<file path="config.mk">
export PLATFORM = sky130hd
export DESIGN_NAME = cb_evt_unit
export DESIGN_NICKNAME = d
export VERILOG_FILES = /design/src/rtl/cb_evt_pkg.sv /design/src/rtl/cb_evt_func.sv /design/src/rtl/cb_evt_rdmux.sv /design/src/rtl/cb_evt_sig.sv /design/src/rtl/cb_evt_unit.sv
export SDC_FILE = /design/constraint.sdc
export NUM_CORES = 1
export LEC_CHECK = 0
export ABC_AREA = 1
export BUFFER_PORTS_ARGS = -buffer_cell sky130_fd_sc_hd__buf_2
export CAP_MARGIN = 20
export CORE_ASPECT_RATIO = 1.75
export CORE_MARGIN = 2
export CORE_UTILIZATION = 44
export CTS_CLUSTER_DIAMETER = 100
export CTS_CLUSTER_SIZE = 20
export DETAILED_ROUTE_END_ITERATION = 8
export GPL_ROUTABILITY_DRIVEN = 0
export GPL_TIMING_DRIVEN = 1
export HOLD_SLACK_MARGIN = 0.03
export PLACE_DENSITY = 0.93
export SYNTH_ARGS = -nofsm -noshare
export SYNTH_HDL_FRONTEND = slang
export SYNTH_SLANG_ARGS = --single-unit
</file>
<file path="constraint.sdc">
create_clock -name clk -period 2.9 [get_ports clk]
set_input_delay 0.58 -clock clk [delete_from_list [all_inputs] [get_ports clk]]
set_output_delay 0.58 -clock clk [all_outputs]
set_load 0.02 [all_outputs]
</file>
<file path="src/rtl/cb_evt_pkg.sv">
package cb_evt_pkg;

  localparam int IMPL_W   = 16;
  localparam int BIT_WAKE = 1;
  localparam int BIT_WMST = 2;
  localparam int BIT_IRQ  = 4;

  typedef enum logic [1:0] {
    RG_EVT = 2'd0,
    RG_MSK = 2'd1,
    RG_STS = 2'd2,
    RG_FRC = 2'd3
  } reg_sel_e;

  typedef struct packed {
    logic wake;
    logic irq;
    logic wake_en;
    logic wake_mst;
    logic irq_mst;
  } fn_state_t;

  // wake request term of one function
  function automatic logic pme_term(fn_state_t s);
    return s.irq_mst & s.wake_mst & s.wake_en & s.wake;
  endfunction

  // interrupt request term of one function
  function automatic logic irq_term(fn_state_t s);
    return s.irq_mst & s.irq;
  endfunction

  // place three flags at their bit positions in the implemented half-word
  function automatic logic [IMPL_W-1:0] place(logic b_wake, logic b_wmst, logic b_irq);
    logic [IMPL_W-1:0] v;
    v = '0;
    v[BIT_WAKE] = b_wake;
    v[BIT_WMST] = b_wmst;
    v[BIT_IRQ]  = b_irq;
    return v;
  endfunction

endpackage

</file>
<file path="src/rtl/cb_evt_func.sv">
module cb_evt_func
  import cb_evt_pkg::*;
(
  input  logic      clk,
  input  logic      rst_n,
  input  logic      wr_evt,
  input  logic      wr_msk,
  input  logic      wr_frc,
  input  logic      d_wake,
  input  logic      d_wmst,
  input  logic      d_irq,
  input  logic      pci_we,
  input  logic      pci_en,
  input  logic      pci_clr,
  input  logic      wake_in,
  input  logic      irq_in,
  output fn_state_t st,
  output logic      pme_en_o,
  output logic      pme_req,
  output logic      irq_req
);

  // named internal events
  logic set_wake, clr_wake, set_irq, clr_irq;

  assign set_wake = wake_in | (wr_frc & d_wake);
  assign clr_wake = (wr_evt & d_wake) | (pci_we & pci_clr);
  assign set_irq  = irq_in | (wr_frc & d_irq);
  assign clr_irq  = wr_evt & d_irq;

  always_ff @(posedge clk) begin
    if (!rst_n) begin
      st       <= '0;
      pme_en_o <= 1'b0;
    end else begin
      st.wake <= set_wake | (st.wake & ~clr_wake);
      st.irq  <= set_irq | (st.irq & ~clr_irq);
      if (pci_we) begin
        pme_en_o    <= pci_en;
        st.wake_en  <= pci_en;
        st.wake_mst <= pci_en;
      end else if (wr_msk) begin
        st.wake_en  <= d_wake;
        st.wake_mst <= d_wmst;
      end
      if (wr_msk) st.irq_mst <= d_irq;
    end
  end

  assign pme_req = pme_term(st);
  assign irq_req = irq_term(st);


  wake_sets_chk: assert property (@(posedge clk) disable iff (!rst_n)
    wake_in |=> st.wake);

  set_beats_clr_chk: assert property (@(posedge clk) disable iff (!rst_n)
    (set_irq && clr_irq) |=> st.irq);

  pci_clr_chk: assert property (@(posedge clk) disable iff (!rst_n)
    (pci_we && pci_clr && !set_wake) |=> !st.wake);

  pci_en_copy_chk: assert property (@(posedge clk) disable iff (!rst_n)
    pci_we |=> (st.wake_en == $past(pci_en)) && (st.wake_mst == $past(pci_en)));

  msk_keeps_en_chk: assert property (@(posedge clk) disable iff (!rst_n)
    (wr_msk && !pci_we) |=> $stable(pme_en_o));

  irq_det_chk: assert property (@(posedge clk) disable iff (!rst_n)
    irq_in |=> st.irq);

endmodule

</file>
<file path="src/rtl/cb_evt_rdmux.sv">
module cb_evt_rdmux
  import cb_evt_pkg::*;
#(
  parameter int NUM_FN = 3,
  parameter int FN_W   = 2,
  parameter int DATA_W = 32
) (
  input  logic                    hit,
  input  logic [FN_W-1:0]         fn_sel,
  input  reg_sel_e                rsel,
  input  fn_state_t [NUM_FN-1:0]  st,
  output logic [DATA_W-1:0]       rdata
);

  logic [IMPL_W-1:0] low;
  fn_state_t s;

  always_comb begin
    s   = '0;
    low = '0;
    for (int i = 0; i < NUM_FN; i++)
      if (fn_sel == FN_W'(i)) s = st[i];
    unique case (rsel)
      RG_EVT: low = place(s.wake, 1'b0, s.irq);
      RG_MSK: low = place(s.wake_en, s.wake_mst, s.irq_mst);
      RG_STS: low = place(pme_term(s), 1'b0, irq_term(s));
      RG_FRC: low = '0;
      default: low = '0;
    endcase
    rdata = hit ? {{(DATA_W-IMPL_W){1'b0}}, low} : '0;
  end


  rsvd_zero_chk: assert final (rdata[DATA_W-1:IMPL_W] == '0);

endmodule

</file>
<file path="src/rtl/cb_evt_sig.sv">
module cb_evt_sig #(
  parameter int NUM_FN = 3
) (
  input  logic              clk,
  input  logic              rst_n,
  input  logic [1:0]        bus_mode,
  input  logic [NUM_FN-1:0] pme_req,
  input  logic [NUM_FN-1:0] irq_req,
  output logic              pme_n,
  output logic              inta
);

  logic mode_cb;

  assign mode_cb = (bus_mode == 2'b01);
  assign pme_n   = ~(mode_cb & (|pme_req));
  assign inta    = mode_cb & (|irq_req);


  pme_mode_gate_chk: assert property (@(posedge clk) disable iff (!rst_n)
    !mode_cb |-> pme_n);

  inta_mode_gate_chk: assert property (@(posedge clk) disable iff (!rst_n)
    inta |-> (bus_mode == 2'b01) && (irq_req != '0));

  pme_src_chk: assert property (@(posedge clk) disable iff (!rst_n)
    !pme_n |-> (pme_req != '0));

endmodule

</file>
<file path="src/rtl/cb_evt_unit.sv">
module cb_evt_unit
  import cb_evt_pkg::*;
#(
  parameter int NUM_FN = 3,
  parameter int ADDR_W = 6,
  parameter int DATA_W = 32,
  localparam int FN_W  = ADDR_W - 4
) (
  input  logic              clk,
  input  logic              rst_n,
  input  logic [1:0]        bus_mode,
  input  logic [ADDR_W-1:0] addr,
  input  logic [DATA_W-1:0] wdata,
  input  logic              we,
  output logic [DATA_W-1:0] rdata,
  input  logic              pm_we,
  input  logic [FN_W-1:0]   pm_fn,
  input  logic              pm_en_wr,
  input  logic              pm_sts_clr,
  input  logic [NUM_FN-1:0] wake_in,
  input  logic              irq_detect,
  output logic              pme_n,
  output logic              inta,
  output logic [NUM_FN-1:0] pme_sts,
  output logic [NUM_FN-1:0] pme_en
);

  logic [FN_W-1:0]       fn_sel;
  reg_sel_e              rsel;
  logic                  hit;
  fn_state_t [NUM_FN-1:0] st;
  logic [NUM_FN-1:0]     pme_req, irq_req;
  logic                  unused_bits;

  assign fn_sel      = addr[ADDR_W-1:4];
  assign rsel        = reg_sel_e'(addr[3:2]);
  assign hit         = (int'(fn_sel) < NUM_FN);
  assign unused_bits = ^{addr[1:0], wdata[DATA_W-1:IMPL_W], wdata[IMPL_W-1:5],
                         wdata[3], wdata[0]};

  for (genvar i = 0; i < NUM_FN; i++) begin : g_fn
    logic sel;
    assign sel = we & hit & (fn_sel == FN_W'(i));
    cb_evt_func u_fn (
      .clk      (clk),
      .rst_n    (rst_n),
      .wr_evt   (sel & (rsel == RG_EVT)),
      .wr_msk   (sel & (rsel == RG_MSK)),
      .wr_frc   (sel & (rsel == RG_FRC)),
      .d_wake   (wdata[BIT_WAKE]),
      .d_wmst   (wdata[BIT_WMST]),
      .d_irq    (wdata[BIT_IRQ]),
      .pci_we   (pm_we & (pm_fn == FN_W'(i))),
      .pci_en   (pm_en_wr),
      .pci_clr  (pm_sts_clr),
      .wake_in  (wake_in[i]),
      .irq_in   (irq_detect),
      .st       (st[i]),
      .pme_en_o (pme_en[i]),
      .pme_req  (pme_req[i]),
      .irq_req  (irq_req[i])
    );
    assign pme_sts[i] = st[i].wake;
  end

  cb_evt_rdmux #(.NUM_FN(NUM_FN), .FN_W(FN_W), .DATA_W(DATA_W)) u_rd (
    .hit    (hit),
    .fn_sel (fn_sel),
    .rsel   (rsel),
    .st     (st),
    .rdata  (rdata)
  );

  cb_evt_sig #(.NUM_FN(NUM_FN)) u_sig (
    .clk      (clk),
    .rst_n    (rst_n),
    .bus_mode (bus_mode),
    .pme_req  (pme_req),
    .irq_req  (irq_req),
    .pme_n    (pme_n),
    .inta     (inta)
  );


  bad_fn_write_chk: assert property (@(posedge clk) disable iff (!rst_n)
    (we && !hit && !pm_we && wake_in == '0 && !irq_detect) |=> $stable(st));

endmodule

</file>
== After elaboration in Yosys (flattened, before gate mapping) ==
Cells that the tools add are included.

* RAM bits: 0
* Bits in latches: 0
* ROM bits: 0
* Word-level logic and storage cells: 123
* Memories kept: 0
* Register bits after elaboration: 18
* Input port bits: 52

* Bitwise logic cells: 77
* Shift-type cells: 0
* Div/mod/pow operators: 0
* Muxes and demuxes: 11
* Reductions and logical operators: 8
* $mul: 0
* Eq/ne operators: 8
* Add/sub/neg operators: 0
* Magnitude comparators: 1

{| class="wikitable"
|+ Operators with widths
! kind !! number
|-
| $pmux W16 S4 || 1
|-
| $and A1 B1 Y1 || 55
|-
| $mux W16 || 1
|-
| $mux W5 || 3
|-
| $or A1 B1 Y1 || 15
|-
| $mux W2 || 6
|-
| $eq A2 B1 Y1 const B || 4
|-
| $eq A2 B2 Y1 const B || 4
|-
| $not A1 Y1 || 7
|-
| $logic_not A2 Y1 || 3
|-
| $reduce_bool A2 Y1 || 3
|-
| $reduce_or A3 Y1 || 2
|-
| $lt A2 B2 Y1 const B || 1
|}

== Longest topological paths before layout ==
Gate-level depths: netlist (run 1).

* Word-level depth: 9
* Gate-level depth with buffers: 9

== Cells and area by module ==
A second synthesis (run 1) with hierarchy kept.

* Cell total of the unflattened synthesis: 231
* Area total of the unflattened synthesis: 1376.3 sq um

{| class="wikitable"
|+ By module, submodules not included
! module !! times used !! cells an instance !! area an instance (sq um) !! seq. area each (sq um)
|-
| cb_evt_func || 3 || 39 || 259.0 || 120.1
|-
| cb_evt_rdmux || 1 || 79 || 446.7 || 0.0
|-
| cb_evt_unit || 1 || 25 || 107.6 || 0.0
|-
| cb_evt_sig || 1 || 10 || 45.0 || 0.0
|}

== Least setup slack after synthesis (run 1) ==
No wires, ideal clock.

* Path kind: input to output
* From: input port addr[5]
* To: output port rdata[1]
* Path slack: 0.874 ns
* Cell stages on the path: 7
* Arrival: 1.446 ns
* Cell sequence: nor2_2 > nand2_1 > nand3_1 > nand3_1 > nand2_1 > nand2_1 > a21oi_1

* Cells in the longest elaborated chain, start to end: 9

{| class="wikitable"
|+ Ends and longest elaborated chain
! element !! RTL line !! RTL
|-
| from (decl) || cb_evt_unit.sv:12 || <nowiki>input logic [ADDR_W-1:0] addr,</nowiki>
|-
| $logic_not A2 Y1 || cb_evt_rdmux.sv:22 || <nowiki>if (fn_sel == FN_W'(i)) s = st[i];</nowiki>
|-
| $mux W5 (3 in a row) || cb_evt_rdmux.sv:22 ||
|-
| $and A1 B1 Y1 (3 in a row) || cb_evt_pkg.sv:25 || <nowiki>return s.irq_mst & s.wake_mst & s.wake_en & s.wake;</nowiki>
|-
| $pmux W16 S4 || cb_evt_rdmux.sv:23 || <nowiki>unique case (rsel)</nowiki>
|-
| $mux W16 * || cb_evt_rdmux.sv:30 || <nowiki>rdata = hit ? {{(DATA_W-IMPL_W){1'b0}}, low} : '0;</nowiki>
|-
| to (decl) || cb_evt_unit.sv:15 || <nowiki>output logic [DATA_W-1:0] rdata,</nowiki>
|}

Every way passes the cells marked *; elsewhere a longest branch is shown, timed or not. The select of a mux whose other input is x is not followed.

== Worst setup path after layout (run 1) ==
Ends and elaborated chain as after synthesis.

==> results of run 1 <==
-- power by group --
part	internal (mW)	total, mW	switching (mW)
clock	0.121	0.202	0.0817
combinational	0.0367	0.137	0.100
sequential	0.259	0.270	0.0104
total	0.417	0.609	0.192
-- final cells by class --
cell class	instances	area, sq um	area share (%)
Sequential cell	18	360	25.7
Timing Repair Buffer	31	155	11.1
Clock buffer	4	55.1	3.93
Multi-Input combinational cell	149	717	51.2
Inverter	21	78.8	5.63
Tap cell	28	35.0	2.50
-- stage by stage --
stage	area, sq um	hold WS [ns]	cells	setup slack (ns)	utilization (%)
detailed placement	1350	0.455	247	0.636	46.5
finish	1400	0.466	251	0.626	48.4
floorplan	1430	0.446	225	0.874	-
CTS	1400	0.468	251	0.635	48.4
global route	1400	0.501	251	0.510	48.4
global placement	1350	0.452	247	0.633	46.5
-- cells by family (layout without fill, tap and decap cells) --
group	Yosys count	count (layout)	share of synthesized area, %
flops	18	18	27.2
buf+inv	58	56	26.5
compound gates	34	34	14.2
other cells	1	29	0.284
simple gates	86	86	31.8
-- worst max-delay path, cell delays in order --
cell and delay, ns:
buf_2 0.14, nor2_2 0.27, nand2_1 0.09, nand3_1 0.13, nand3_1 0.10, nand2_1 0.07
nand2_1 0.04, a21oi_1 0.10, buf_2 0.17
-- cells in the mapped netlist --
library cell	n	area [sq um]
nor2_2	2	12.5
o31ai_1	3	22.5
nand2_1	32	120
nor2_1	13	48.8
a31oi_1	6	37.5
buf_2	1	5.00
nor2_4	4	45.0
nor3_1	1	5.00
nand3_1	22	110
o21ai_1	3	15.0
buf_1	1	3.75
nand3b_1	1	7.51
dfxtp_1	18	360
inv_1	17	63.8
nand4_1	7	43.8
o211ai_1	1	7.51
buf_4	35	263
nand2_2	3	18.8
a21oi_1	21	105
or2_4	1	8.76
conb_1	1	3.75
inv_2	4	15.0
-- how the worst max path moves through the flow --
stage	startpoint	slack [ns]	cells after the start	endpoint
2_1_floorplan	addr[5]	0.87	7	rdata[1]
3_3_place_gp	addr[5]	0.63	9	rdata[1]
3_5_place_dp	addr[5]	0.64	9	rdata[1]
4_1_cts	addr[5]	0.64	9	rdata[1]
5_1_grt	addr[5]	0.51	9	rdata[1]
6_report	addr[5]	0.63	9	rdata[1]
-- sequential cells by signal, indices dropped and copies added (netlist names) --
signal / cells
g_fn.u_fn.pme_en_o: 3
g_fn.u_fn.st: 15
-- layer usage --
metal  GRT usage [%]  vias to the layer above
met5               0                        -
li1                -                      647
met2            33.2                       69
met3            1.90                       15
met4            12.6                        0
met1            18.7                      580
-- cells in the final DEF (no fill, tap or decap), types with 4 or more instances in the layout --
master,synthesis,routed
nand2_1,32,32
inv_2,4,4
a31oi_1,6,6
dfxtp_1,18,18
a21oi_1,21,21
nand3_1,22,22
clkbuf_8,0,4
conb_1,1,29
inv_1,17,17
nor2_4,4,4
nor2_1,13,13
nand4_1,7,7
buf_2,1,31
==> results_dict.tcl, run 1 <==
set metrics [dict create \
    end_kind "output port" \
    grt_pass1_wl_um 4980 \
    finalSetupViolations 0 \
    worstHoldStart "g_fn[0].u_fn.pme_en_o" \
    dieHeight_um 76.5 \
    power_density_mw_per_mm2 435 \
    p_leak_nw 0.684 \
    viasPerCell 5.22 \
    cts_hold_buf 0 \
    syn_area_sq_mm 0.00132 \
    tns_ns 0 \
    postCtsResizedCells 0 \
    drc 0 \
    reg2reg_from "g_fn[1].u_fn.st[4]" \
    grt_pass1_vias 1259 \
    postRouteAntennaNets 0 \
    synth-seq-cells 18 \
    cp_max_fo 7 \
    die_area_sq_mm 0.00348 \
    cts_num_sinks 18 \
    syn_area_per_cell_sq_um 6.71 \
    pin_count 92 \
    ir_drop_mv 0.250 \
    vias 1311 \
    r2r_slack_ns 2.18 \
    routed_wl_um 3010 \
    yosys_warnings 0 \
    cp.required_ns 2.32 \
    cts.path.max_buffers 2 \
    antenna_found_initial 0 \
    wl_met2_um 1590 \
    fp.coreArea_sq_mm 0.00290 \
    maxCapViolations 0 \
    syn_to_final_growth_pct 5.96 \
    dieWidth_um 45.4 \
    status "completed" \
    met3WireLength_um 196 \
    worst-r2r-cell-count 2 \
    grt_max_degree 16 \
    power.total_uw 609 \
    hold_depth 2 \
    io_buffers 31 \
    nets 276 \
    r2r-end "g_fn[1].u_fn.st[4]" \
    rows 26 \
    drv_slew 0 \
    clk_pin_slew_worst_paths_ns 0.06 \
    overflow 0 \
    first_pass_iters 4 \
    hold_path_class "flop to flop" \
    hold_viol 0 \
    cts_root_buf "clkbuf_8" \
    fillCellCount 299 \
    synth_cell_type_count 22 \
    antennaDiodeCount 0 \
    arrival_ns 1.69 \
    final_layout_size_suffix_gt1_share_pct 22.0 \
    worstSetupStartpointType "input pin" \
    drt_iter0_markers 53 \
    postCtsSetupRepairBufs 0 \
    cts_buffers 3 \
    worst_hold_path.endpoint "g_fn[0].u_fn.pme_en_o" \
    period_share_pct 78.4 \
    cts_tree "done" \
    fmax_ghz 0.440 \
    global_route.usage.total_pct 18.8 \
    rsz0062_at_grt "no" \
    clock_skew_ns 0 \
    htree_levels 1 \
    path_class "input pin to output port" \
    routedLengthMet1_um 1090 \
    seq_area_frac_synth_pct 27.2 \
    netlist_instances 197 \
    wl_per_cell_um 12.0 \
    clock_latency_ns 0.25 \
    topRoutingLayerUsed "met4" \
    finalCriticalPeriod_ns 2.27 \
    dpl.hpwl_um 2440 \
    initial_core_util_pct 45.7 \
]
No activity file was read; power rests on OpenSTA's default activity.
==> inputs of run 2 (changes only) <==
CORE_UTILIZATION = 37   (was 44)
PLACE_DENSITY = 0.84   (was 0.93)
clock period = 1.85 ns   (was 2.9 ns; I/O delays follow)
==> results_dict.tcl, run 2 (synthesis gave the netlist of run 1 again) <==
set metrics [dict create \
    ir_drop_mv 0.507 \
    cts_tree "done" \
    final_cell_mix "nand2_1 (32), buf_2 (30), conb_1 (29), nand3_1 (22), a21oi_1 (21)" \
    drc 0 \
    r2r-end "g_fn[2].u_fn.st[0]" \
    die_area_sq_mm 0.00409 \
    end_kind "output port" \
    largest_register_ffs 15 \
    postCtsSetupRepairBufs 0 \
    worst-r2r-cell-count 3 \
    drv_slew 0 \
    top_register "g_fn.u_fn.st" \
    cts_num_sinks 18 \
    multiInputGateArea_sq_um 722 \
    pwr-share-seq_pct 43.6 \
    htree_levels 1 \
    routedLengthMet1_um 1130 \
    intPower_uw 658 \
    cts.path.max_buffers 2 \
    reg2reg_from "g_fn[2].u_fn.st[0]" \
    period_share_pct 93.6 \
    power_density_mw_per_mm2 663 \
    hold_path_class "input pin to flop" \
    r2r_slack_ns 1.07 \
    hold_viol 0 \
    syn_to_final_growth_pct 10.4 \
    vias 1321 \
    met3WireLength_um 222 \
    final_common_cell "nand2_1" \
    fp.coreArea_sq_mm 0.00340 \
    first_pass_iters 4 \
    io_buffers 31 \
    cts_buffers 3 \
    rows 28 \
    path_class "flop to output port" \
    antenna_found_initial 0 \
    p_clk_share_pct 33.5 \
    fillCellCount 384 \
    cts_root_buf "clkbuf_8" \
    drt_iter0_markers 29 \
    switching_share_pct 32.0 \
    postRouteAntennaNets 0 \
    dieHeight_um 83.1 \
    initial_core_util_pct 38.9 \
    finalCriticalPeriod_ns 1.73 \
    critPathLaunch "g_fn[1].u_fn.st[0]" \
    cts_hold_buf 0 \
    grt_pass1_vias 1222 \
    dpl.hpwl_um 2630 \
    cp.required_ns 1.48 \
    p_comb_share_pct 22.9 \
    p_leak_nw 0.706 \
    grt_max_degree 16 \
    cp_max_fo 4 \
    clock_skew_ns 0 \
    clk_pin_slew_worst_paths_ns 0.07 \
    global_route.usage.total_pct 16.3 \
    status "completed" \
    p_switching_uw 310 \
    pin_count 92 \
    dieWidth_um 49.2 \
    final_layout_size_suffix_gt1_share_pct 23.3 \
    topRoutingLayerUsed "met4" \
    clock_latency_ns 0.26 \
    rsz0062_at_grt "no" \
    finalSetupViolations 0 \
    overflow 0 \
    viasPerCell 4.86 \
    maxCapViolations 0 \
    routed_wl_um 3200 \
    fmax_ghz 0.577 \
    tns_ns 0 \
    worstSetupStartpointType "flop" \
    arrival_ns 1.36 \
    nets 280 \
    fin_cells 272 \
    hold_depth 3 \
    reg_top3 "g_fn.u_fn.st x15, g_fn.u_fn.pme_en_o x3" \
    antennaDiodeCount 0 \
    dp.cells 268 \
    wl_met2_um 1680 \
    wl_per_cell_um 11.8 \
    register_area_sq_um 360 \
    grt_pass1_wl_um 5260 \
    endpoint "rdata[1]" \
]
==> run 2: stage by stage <==
step / hold WS, ns / util [%] / instance area [sq um] / total power [mW] / setup WS [ns]
after floorplan: 0.446 / - / 1430 / 0.635 / 0.244
after global placement: 0.458 / 41.1 / 1400 / 0.644 / 0.0560
after detailed placement: 0.461 / 41.1 / 1400 / 0.649 / 0.0580
after CTS: 0.361 / 42.7 / 1450 / 0.967 / 0.0551
after global routing: 0.391 / 43.0 / 1460 / 1.01 / 0.00517
final: 0.360 / 43.0 / 1460 / 0.969 / 0.118
==> run 2: cell type report <==
class                           instances  area share (%)
Inverter                               21            5.40
Clock buffer                            4            3.77
Multi-Input combinational cell        149            49.4
Tap cell                               45            3.86
Timing Repair Buffer                   35            12.9
Sequential cell                        18            24.7
==> run 2: timing repair <==
item	in CTS	in global routing
endpoints found under the hold margin	0	0
gates resized for setup	0	2
endpoints found under the setup margin	0	1
==> run 2: metal layers <==
metal | vias to the layer above | global-route usage (%)
li1 | 648 | -
met5 | - | 0
met1 | 588 | 16.6
met2 | 72 | 30.2
met4 | 0 | 10.6
met3 | 13 | 1.44
==> run 2: critical path, cell delays in order, from the launching register on <==
cell	delay [ns]
dfxtp_1	0.41
a21oi_1	0.11
nor2_2	0.12
nand3_1	0.08
nand2_1	0.06
nand2_1	0.05
a21oi_1	0.12
buf_4	0.16
==> run 2: how the worst min path moves through the flow <==
stage | to | start | slack [ns]
after floorplan | g_fn[0].u_fn.pme_en_o | g_fn[0].u_fn.pme_en_o | 0.45
after global placement | g_fn[2].u_fn.pme_en_o | g_fn[2].u_fn.pme_en_o | 0.46
after global routing | g_fn[1].u_fn.st[4] | wake_in[1] | 0.39
final | g_fn[2].u_fn.st[4] | wake_in[2] | 0.36
after detailed placement | g_fn[2].u_fn.pme_en_o | g_fn[2].u_fn.pme_en_o | 0.46
after CTS | g_fn[2].u_fn.st[4] | wake_in[2] | 0.36
==> run 2: power groups by stage <==
stage                     logic [mW]  registers, mW  clock network, mW
after floorplan                0.209          0.426                  0
after global placement         0.214          0.431                  0
after detailed placement       0.218          0.431                  0
after CTS                      0.219          0.422              0.326
after global routing           0.244          0.425              0.339
final                          0.222          0.423              0.324
